$ cat config.mk
export PLATFORM = sky130hd
export DESIGN_NAME = hw_ld16_unit
export DESIGN_NICKNAME = d
export VERILOG_FILES = /design/src/rtl/hlu_pkg.sv /design/src/rtl/hlu_addr_stage.sv /design/src/rtl/hlu_delay.sv /design/src/rtl/hlu_align_stage.sv /design/src/rtl/hw_ld16_unit.sv
export SDC_FILE = /design/constraint.sdc
export NUM_CORES = 1
export LEC_CHECK = 0
export BUFFER_PORTS_ARGS = -buffer_cell sky130_fd_sc_hd__buf_2
export CAP_MARGIN = 15
export CELL_PAD_IN_SITES_DETAIL_PLACEMENT = 1
export CELL_PAD_IN_SITES_GLOBAL_PLACEMENT = 1
export CORE_UTILIZATION = 31
export DETAILED_ROUTE_END_ITERATION = 8
export HOLD_SLACK_MARGIN = 0.12
export MAX_ROUTING_LAYER = met4
export PLACE_DENSITY_LB_ADDON = 0.1
export SLEW_MARGIN = 5
export SYNTH_ARGS = -nofsm -noshare
export SYNTH_HDL_FRONTEND = slang
export SYNTH_SLANG_ARGS = --single-unit
$ cat constraint.sdc
create_clock -name clk -period 2.28 [get_ports clk]
set_input_delay 0 -clock clk [delete_from_list [all_inputs] [get_ports clk]]
set_output_delay 0 -clock clk [all_outputs]
set_load 0.02 [all_outputs]
$ cat src/rtl/hlu_pkg.sv
package hlu_pkg;

  typedef enum logic {
    ORD_BIG    = 1'b0,
    ORD_LITTLE = 1'b1
  } byte_order_e;

  localparam int BYTE_W = 8;
  localparam int HALF_W = 2 * BYTE_W;
  localparam int WORD_W = 4 * BYTE_W;

  // pair[7:0] is the byte at the effective address, pair[15:8] the next one
  function automatic logic [WORD_W-1:0] order_zext(input logic [HALF_W-1:0] pair,
                                                   input byte_order_e ord);
    logic [HALF_W-1:0] half;
    if (ord == ORD_BIG) half = {pair[BYTE_W-1:0], pair[HALF_W-1:BYTE_W]};
    else                half = pair;
    return {{(WORD_W-HALF_W){1'b0}}, half};
  endfunction

endpackage

$ cat src/rtl/hlu_addr_stage.sv
module hlu_addr_stage #(
  parameter int          TAG_W     = 5,
  parameter logic [31:0] MMIO_BASE = 32'h0001_0000,
  parameter logic [31:0] MMIO_SIZE = 32'h0000_1000
) (
  input  logic             clk,
  input  logic             rst,
  input  logic             iss_vld,
  input  logic [31:0]      iss_base,
  input  logic [31:0]      iss_index,
  input  logic [31:0]      iss_guard,
  input  logic             iss_little,
  input  logic [TAG_W-1:0] iss_dest,
  output logic             s1_vld,
  output logic             s1_mmio,
  output logic             s1_little,
  output logic [TAG_W-1:0] s1_dest,
  output logic             rd_en,
  output logic [31:0]      rd_addr
);

  logic [31:0] ea;
  logic [31:0] win_off;
  logic        in_win;
  logic        take;

  always_comb begin
    ea      = iss_base + iss_index;
    win_off = ea - MMIO_BASE;
    in_win  = (win_off < MMIO_SIZE);
    take    = iss_vld && iss_guard[0];
  end

  always_ff @(posedge clk) begin
    if (rst) begin
      s1_vld    <= 1'b0;
      s1_mmio   <= 1'b0;
      s1_little <= 1'b0;
      s1_dest   <= '0;
      rd_en     <= 1'b0;
      rd_addr   <= '0;
    end else begin
      s1_vld <= take;
      rd_en  <= take && !in_win;
      if (take) begin
        s1_mmio   <= in_win;
        s1_little <= iss_little;
        s1_dest   <= iss_dest;
        rd_addr   <= ea;
      end
    end
  end


  guard_false_no_read_chk: assert property (@(posedge clk) disable iff (rst)
    (iss_vld && !iss_guard[0]) |=> !rd_en);


  mmio_no_read_chk: assert property (@(posedge clk) disable iff (rst)
    (iss_vld && in_win) |=> !rd_en);

endmodule

$ cat src/rtl/hlu_delay.sv
module hlu_delay #(
  parameter int W     = 8,
  parameter int DEPTH = 1
) (
  input  logic         clk,
  input  logic         rst,
  input  logic [W-1:0] din,
  output logic [W-1:0] dout
);

  generate
    if (DEPTH == 0) begin : g_pass
      assign dout = din;
    end else begin : g_chain
      logic [W-1:0] stage [DEPTH];
      for (genvar i = 0; i < DEPTH; i++) begin : g_stage
        always_ff @(posedge clk) begin
          if (rst) stage[i] <= '0;
          else if (i == 0) stage[i] <= din;
          else stage[i] <= stage[(i == 0) ? 0 : i-1];
        end
      end
      assign dout = stage[DEPTH-1];
    end
  endgenerate

endmodule

$ cat src/rtl/hlu_align_stage.sv
module hlu_align_stage
  import hlu_pkg::*;
#(
  parameter int TAG_W = 5
) (
  input  logic              clk,
  input  logic              rst,
  input  logic              s2_vld,
  input  logic              s2_mmio,
  input  logic              s2_little,
  input  logic [TAG_W-1:0]  s2_dest,
  input  logic [HALF_W-1:0] rd_data,
  output logic              wb_vld,
  output logic [TAG_W-1:0]  wb_dest,
  output logic [WORD_W-1:0] wb_data
);

  logic [WORD_W-1:0] shaped;

  always_comb begin
    if (s2_mmio) shaped = '0;
    else         shaped = order_zext(rd_data, byte_order_e'(s2_little));
  end

  always_ff @(posedge clk) begin
    if (rst) begin
      wb_vld  <= 1'b0;
      wb_dest <= '0;
      wb_data <= '0;
    end else begin
      wb_vld <= s2_vld;
      if (s2_vld) begin
        wb_dest <= s2_dest;
        wb_data <= shaped;
      end
    end
  end


  zext_upper_zero_chk: assert property (@(posedge clk) disable iff (rst)
    wb_vld |-> (wb_data[WORD_W-1:HALF_W] == '0));

endmodule

$ cat src/rtl/hw_ld16_unit.sv
module hw_ld16_unit #(
  parameter int          TAG_W     = 5,
  parameter logic [31:0] MMIO_BASE = 32'h0001_0000,
  parameter logic [31:0] MMIO_SIZE = 32'h0000_1000
) (
  input  logic             clk,
  input  logic             rst,
  input  logic             iss_vld,
  input  logic [31:0]      iss_base,
  input  logic [31:0]      iss_index,
  input  logic [31:0]      iss_guard,
  input  logic             iss_little,
  input  logic [TAG_W-1:0] iss_dest,
  output logic             mem_rd_en,
  output logic [31:0]      mem_rd_addr,
  input  logic [15:0]      mem_rd_data,
  output logic             wb_vld,
  output logic [TAG_W-1:0] wb_dest,
  output logic [31:0]      wb_data
);

  localparam int CTL_W = TAG_W + 3;

  logic             s1_vld, s1_mmio, s1_little;
  logic [TAG_W-1:0] s1_dest;
  logic             s2_vld, s2_mmio, s2_little;
  logic [TAG_W-1:0] s2_dest;
  logic [CTL_W-1:0] s1_ctl, s2_ctl;

  hlu_addr_stage #(
    .TAG_W(TAG_W), .MMIO_BASE(MMIO_BASE), .MMIO_SIZE(MMIO_SIZE)
  ) addr_i (
    .clk(clk), .rst(rst),
    .iss_vld(iss_vld), .iss_base(iss_base), .iss_index(iss_index),
    .iss_guard(iss_guard), .iss_little(iss_little), .iss_dest(iss_dest),
    .s1_vld(s1_vld), .s1_mmio(s1_mmio), .s1_little(s1_little), .s1_dest(s1_dest),
    .rd_en(mem_rd_en), .rd_addr(mem_rd_addr)
  );

  assign s1_ctl = {s1_vld, s1_mmio, s1_little, s1_dest};

  hlu_delay #(.W(CTL_W), .DEPTH(1)) ctl_dly_i (
    .clk(clk), .rst(rst), .din(s1_ctl), .dout(s2_ctl)
  );

  assign {s2_vld, s2_mmio, s2_little, s2_dest} = s2_ctl;

  hlu_align_stage #(.TAG_W(TAG_W)) align_i (
    .clk(clk), .rst(rst),
    .s2_vld(s2_vld), .s2_mmio(s2_mmio), .s2_little(s2_little), .s2_dest(s2_dest),
    .rd_data(mem_rd_data),
    .wb_vld(wb_vld), .wb_dest(wb_dest), .wb_data(wb_data)
  );


  rd_addr_sum_chk: assert property (@(posedge clk) disable iff (rst)
    mem_rd_en |-> (mem_rd_addr == $past(iss_base + iss_index)));


  wb_follows_issue_chk: assert property (@(posedge clk) disable iff (rst)
    wb_vld |-> $past(iss_vld && iss_guard[0], 3));


  wb_tag_chk: assert property (@(posedge clk) disable iff (rst)
    wb_vld |-> (wb_dest == $past(iss_dest, 3)));

endmodule

After elaboration in Yosys (flattened, before gate mapping) --
Memory sizes are Yosys's and may differ from the RTL's. Index checks and enable logic that the tools add are counted.
Operators by class: add/subtract/negate cells 2, reduce and logical (&&, ||, !) cells 4, multiplexer cells 7, $lt $le $gt $ge 1
Operators by type and width (count):
- $add 32x32->32 | 1
- $lt 32x13->1 const B | 1
- $mux 16 | 2
- $sub 32x17->32 const B | 1
- $mux 8 | 1
- $reduce_or 8->1 | 1
- $mux 1 | 4
- $logic_and 1x1->1 | 2
- $logic_not 1->1 | 1
Storage, ports and cells: register bits 79, bits in writable memories 8, memories 1, output and inout port bits 71, logic and storage cells 24
Memories:
- ctl_dly_i.g_chain.stage | words 1, bits a word 8, read ports 1, clocked after memory_dff 0, wr ports 1, RTL line hlu_delay.sv:15 | logic [W-1:0] stage [DEPTH];

Depth between registers and ports, before layout --
word-level depth 5, depth in mapped cells 13, depth with buffers taken out 13

Hierarchy --
A second synthesis with hierarchy kept.
Second synthesis, totals: cells, all modules 570, area, all modules 4808.4 sq um
Modules (own cells, without submodules):
- hlu_addr_stage | area an instance 3513.4 sq um, cells each 464, instances 1
- hlu_align_stage | area an instance 1084.8 sq um, cells each 90, instances 1
- hlu_delay | area an instance 210.2 sq um, cells each 16, instances 1

Least setup slack after synthesis --
Ideal clock, no wire load.
kind in2reg, start point input port iss_base[0], end point register addr_i.rd_en, cell stages on the path 13, setup slack -0.247 ns, path buffers 0, arrival 2.412 ns, setup time 0.115 ns, cells stage by stage ha_1 inv_1 fa_1 nor2b_4 o2111ai_1 a21oi_2 or4_4 a31oi_4 o21bai_1 xor2_1 o41ai_2 nand4b_1 o21a_1
On the way: longest elaborated chain between the ends 5
Ends and longest elaborated chain:
- start: declaration | RTL line hw_ld16_unit.sv:9 | input logic [31:0] iss_base,
- $add 32x32->32 | RTL line hlu_addr_stage.sv:28 | ea = iss_base + iss_index;
- $sub 32x17->32 | RTL line hlu_addr_stage.sv:29 | win_off = ea - MMIO_BASE;
- $lt 32x13->1 | RTL line hlu_addr_stage.sv:30 | in_win = (win_off < MMIO_SIZE);
- $logic_not 1->1 | RTL line hlu_addr_stage.sv:44 | rd_en <= take && !in_win;
- $logic_and 1x1->1 | RTL line hlu_addr_stage.sv:44
- end signal: assignment | RTL line hlu_addr_stage.sv:44
- end: declaration | RTL line hlu_addr_stage.sv:18 | output logic rd_en,
No other way between the ends. A chain may end at the register's enable or synchronous reset.

Worst setup path after layout --
start point input port iss_base[14], end point register addr_i.rd_en
The elaborated chain is that of the path after synthesis.

==> qor.tcl <==
set qor(status) {complete, but fails checks}
set qor(violations) {setup timing}
set qor(timing.reg2reg.setup_slack_ps) 150
set qor(slew_headroom_pct) 51.0
set qor(die_span_x_um) 122
set qor(drt-pass1-iter-count) 4
set qor(period_share_pct) 105
set qor(finClkSkew_ps) 3.31
set qor(logic_depth_of_the_worst_register_to_register_path) 4
set qor(critical_path_arrival_ps) 2620
set qor(path_max_fanout) 5
set qor(holdCritPathClass) {in2reg}
set qor(synth.yosys.warnings) 0
set qor(cts-root-to-sink-buffers) 2
set qor(yosysTopAreaCellShare_pct) 31.6
set qor(synth_enable_flop_cells) 0
set qor(power.density_nw_per_um2) 585
set qor(timing.hold.worst.start) {rst}
set qor(post_drt_wl_per_cell_um) 15.1
set qor(synth_area_um2) 4500
set qor(power.total_mw) 4.15
set qor(cts.sink_count) 71
set qor(reg_to_reg_endpoint) {align_i.wb_data[5]}
set qor(drt.antenna.violating_nets) 0
set qor(synth_top_cells_by_area) {sky130_fd_sc_hd__dfxtp_1 (32%), sky130_fd_sc_hd__a21oi_1 (8.9%), sky130_fd_sc_hd__ha_1 (8.6%), sky130_fd_sc_hd__nand2_1 (5.2%), sky130_fd_sc_hd__nor2_1 (4.9%)}
set qor(vdd_ir_drop_max_v) 0.000286
set qor(layout_commonest_cell) {sky130_fd_sc_hd__buf_2}
set qor(drc_errors) 0
set qor(register_bit_count_reported_by_yosys) 71
set qor(rsz0062_at_grt) {yes}
set qor(detail_route.iter0.violations) 150
set qor(start_util_pct) 32.0
set qor(placementRows) 43
set qor(placement.cell_area_um2) 6030
set qor(routabilityCongestion) 0.856
set qor(timing.hold.worst_endpoint) {addr_i.rd_addr[22]}
set qor(chipHeight_um) 122
set qor(final_core_utilization_pct) 50.5
set qor(cts_buffers) 9
set qor(register_clock_pin_slew_on_the_reported_worst_setup_and_hold_paths_ps) 50
set qor(routed_via_density) 4.84
set qor(syn_inst) 560
set qor(max_cap_violations) 0
set qor(place_worst_setup_slack_ps) -531
set qor(largest_net_degree_at_the_start_of_global_routing) 39
set qor(core_region_area_um2) 14000
set qor(leakage_nw) 3.27
set qor(average_cell_area_after_synthesis_um2) 8.03
set qor(critical_path.reg2reg.startpoint) {ctl_dly_i.g_chain.stage[0][5]}
set qor(share_of_post_route_cells_with_drive_strength_above_1_pct) 41.6
set qor(max_h_tree_level) 3
set qor(setup_slack_ps) -114
set qor(clock_latency_ps) 330
set qor(antenna_violations_before_repair) 0
set qor(hold_viol) 0
set qor(clk_root_buffer_cell) {sky130_fd_sc_hd__clkbuf_16}
set qor(antenna_cells) 0
set qor(finalNetCount) 972
set qor(synth_async_sr_flop_share_pct) 0
set qor(num_io_pins) 192
set qor(finalMaxSlewViolations) 0
set qor(ys.flop_type) {sky130_fd_sc_hd__dfxtp_1}
set qor(place.port_buffers) 144
set qor(synth_cell_types) 58
set qor(via_count) 4861
set qor(hpwlAfterDp_mm) 11.4
set qor(worst_pin_slew_ps) 735
set qor(report.final.setup_viol) 2
set qor(ys_seq_area_share_pct) 31.6
set qor(fin_setup_tns_ps) -132
set qor(synth.largest_area_cell) {sky130_fd_sc_hd__dfxtp_1}
set qor(global_route_wire_length_before_repair_mm) 23.6
set qor(area.growth.synth_to_final_pct) 57.6
set qor(endpoint_kind) {flip-flop}
set qor(finish.instance_area_um2) 7090
set qor(path_class) {in2reg}
set qor(tritoncts) {done}
set qor(layout_common_cells) {sky130_fd_sc_hd__buf_2 (141), sky130_fd_sc_hd__buf_4 (99), sky130_fd_sc_hd__dfxtp_1 (71), sky130_fd_sc_hd__a21oi_1 (66)}
set qor(min_period_ps) 2390
set qor(timing.critical_path.from_type) {primary input}
set qor(drt-total-wl_mm) 15.1
set qor(die_area_um2) 15000
set qor(grt_overflow_total) 0
set qor(vias_in_the_first_global_route) 4917
set qor(timing.critical_path.required_ps) 2500
set qor(hold_path_depth) 2
set qor(groute.usage.overall_pct) 20.5
set qor(max_clock_freq_mhz) 418
-- synthesized netlist by cell type, types with 3 or more instances --
cell                        n
sky130_fd_sc_hd__o22a_1     6
sky130_fd_sc_hd__a21o_1    11
sky130_fd_sc_hd__mux2i_1    5
sky130_fd_sc_hd__nand2_1   62
sky130_fd_sc_hd__o21ai_1    5
sky130_fd_sc_hd__and4_1     3
sky130_fd_sc_hd__ha_1      31
sky130_fd_sc_hd__nand2b_1   5
sky130_fd_sc_hd__nand3_1    5
sky130_fd_sc_hd__or3_1      5
sky130_fd_sc_hd__and3_1     7
sky130_fd_sc_hd__a21oi_2    3
sky130_fd_sc_hd__xor2_1    12
sky130_fd_sc_hd__nor4_1     3
sky130_fd_sc_hd__nor2b_1   28
sky130_fd_sc_hd__xnor2_1   16
sky130_fd_sc_hd__a31oi_1    4
sky130_fd_sc_hd__a21oi_1   80
sky130_fd_sc_hd__o211ai_1   3
sky130_fd_sc_hd__o21ai_0   15
sky130_fd_sc_hd__buf_1      5
sky130_fd_sc_hd__buf_4     16
sky130_fd_sc_hd__nor3_1     5
sky130_fd_sc_hd__clkbuf_1  22
sky130_fd_sc_hd__nand4_1    6
sky130_fd_sc_hd__mux2_2    16
sky130_fd_sc_hd__dfxtp_1   71
sky130_fd_sc_hd__a211oi_1   6
sky130_fd_sc_hd__o21a_1     3
sky130_fd_sc_hd__inv_1     10
sky130_fd_sc_hd__nor2_1    59
-- flip-flops by register name, indices dropped and copies added (netlist names) --
name                     count
addr_i.rd_addr              32
align_i.wb_data             16
ctl_dly_i.g_chain.stage      8
addr_i.s1_dest               5
align_i.wb_dest              5
addr_i.rd_en                 1
addr_i.s1_little             1
addr_i.s1_mmio               1
addr_i.s1_vld                1
align_i.wb_vld               1
-- metal layers --
layer,vias to the layer above,track usage [%],wire length [um],part of all wire [%]
li1,2443,-,-,-
met1,2298,24.4,6520,43
met2,106,36.0,7940,52
met3,14,1.86,437,2.9
met4,0,7.16,228,1.5
met5,-,-,0,0
-- power breakdown --
part	internal, mW	leakage [nW]	switching [mW]	total [mW]
combinational	0.744	2.55	0.772	1.52
clock	0.787	0.142	0.502	1.29
sequential	1.31	0.579	0.0363	1.34
total	2.84	3.27	1.31	4.15
-- critical path, stage by stage --
cell and delay, ps:
sky130_fd_sc_hd__buf_2 100, sky130_fd_sc_hd__ha_1 300, sky130_fd_sc_hd__buf_4 170, sky130_fd_sc_hd__nand2_1 100
sky130_fd_sc_hd__o21ai_2 90, sky130_fd_sc_hd__or3_4 390, sky130_fd_sc_hd__nor4_4 270, sky130_fd_sc_hd__a211oi_2 70
sky130_fd_sc_hd__buf_4 160, sky130_fd_sc_hd__a21oi_2 140, sky130_fd_sc_hd__nand2_1 100, sky130_fd_sc_hd__o41ai_2 340
sky130_fd_sc_hd__nand4b_1 190, sky130_fd_sc_hd__o21a_1 210
-- cells by family after synthesis --
group | Yosys count | synth area share (%)
AOI/OAI and AO/OA | 155 | 21.5
xor gates and xnor gates | 28 | 5.45
adders and majority gates | 32 | 9.07
buffers and inverters | 53 | 5.76
DFF | 71 | 31.6
muxes | 21 | 5.12
other | 1 | 0.0834
and+or+nand+nor | 199 | 21.5
-- worst max path at each step --
| stage | startpoint | endpoint | cells past startpoint |
|---|---|---|---|
| 3_3_place_gp | iss_base[10] | addr_i.rd_en | 12 |
| 5_1_grt | iss_base[14] | addr_i.rd_en | 14 |
| 2_1_floorplan | iss_base[10] | addr_i.rd_en | 12 |
| 3_5_place_dp | iss_base[9] | addr_i.rd_en | 12 |
| 4_1_cts | iss_base[1] | addr_i.rd_en | 12 |
| 6_report | iss_base[14] | addr_i.rd_en | 14 |
-- what timing repair did --
action | 4_1_cts | 5_1_grt
setup endpoints to repair | 4 | 6
resized for setup | 13 | 57
endpoints found under the hold margin | 23 | 0
hold buffers | 31 | 0
buffers inserted | 1 | 7
pin swaps | 2 | 21
-- final cells by class --
| cell class | instances | area [um^2] |
|---|---|---|
| Fill cell | 1696 | 6960 |
| Multi-Input combinational cell | 451 | 3310 |
| Sequential cell | 71 | 1420 |
| Clock inverter | 4 | 20.0 |
| Tap cell | 180 | 225 |
| Inverter | 10 | 37.5 |
| Timing Repair Buffer | 276 | 1820 |
| Clock buffer | 12 | 256 |
-- through the flow --
| step | hold WS, ps | std cells |
|---|---|---|
| floorplan | 141 | 575 |
| global placement | 232 | 949 |
| detailed placement | 241 | 949 |
| CTS | 120 | 997 |
| global route | 150 | 1004 |
| finish | 115 | 1004 |
Power figures use the tool's default switching activity.
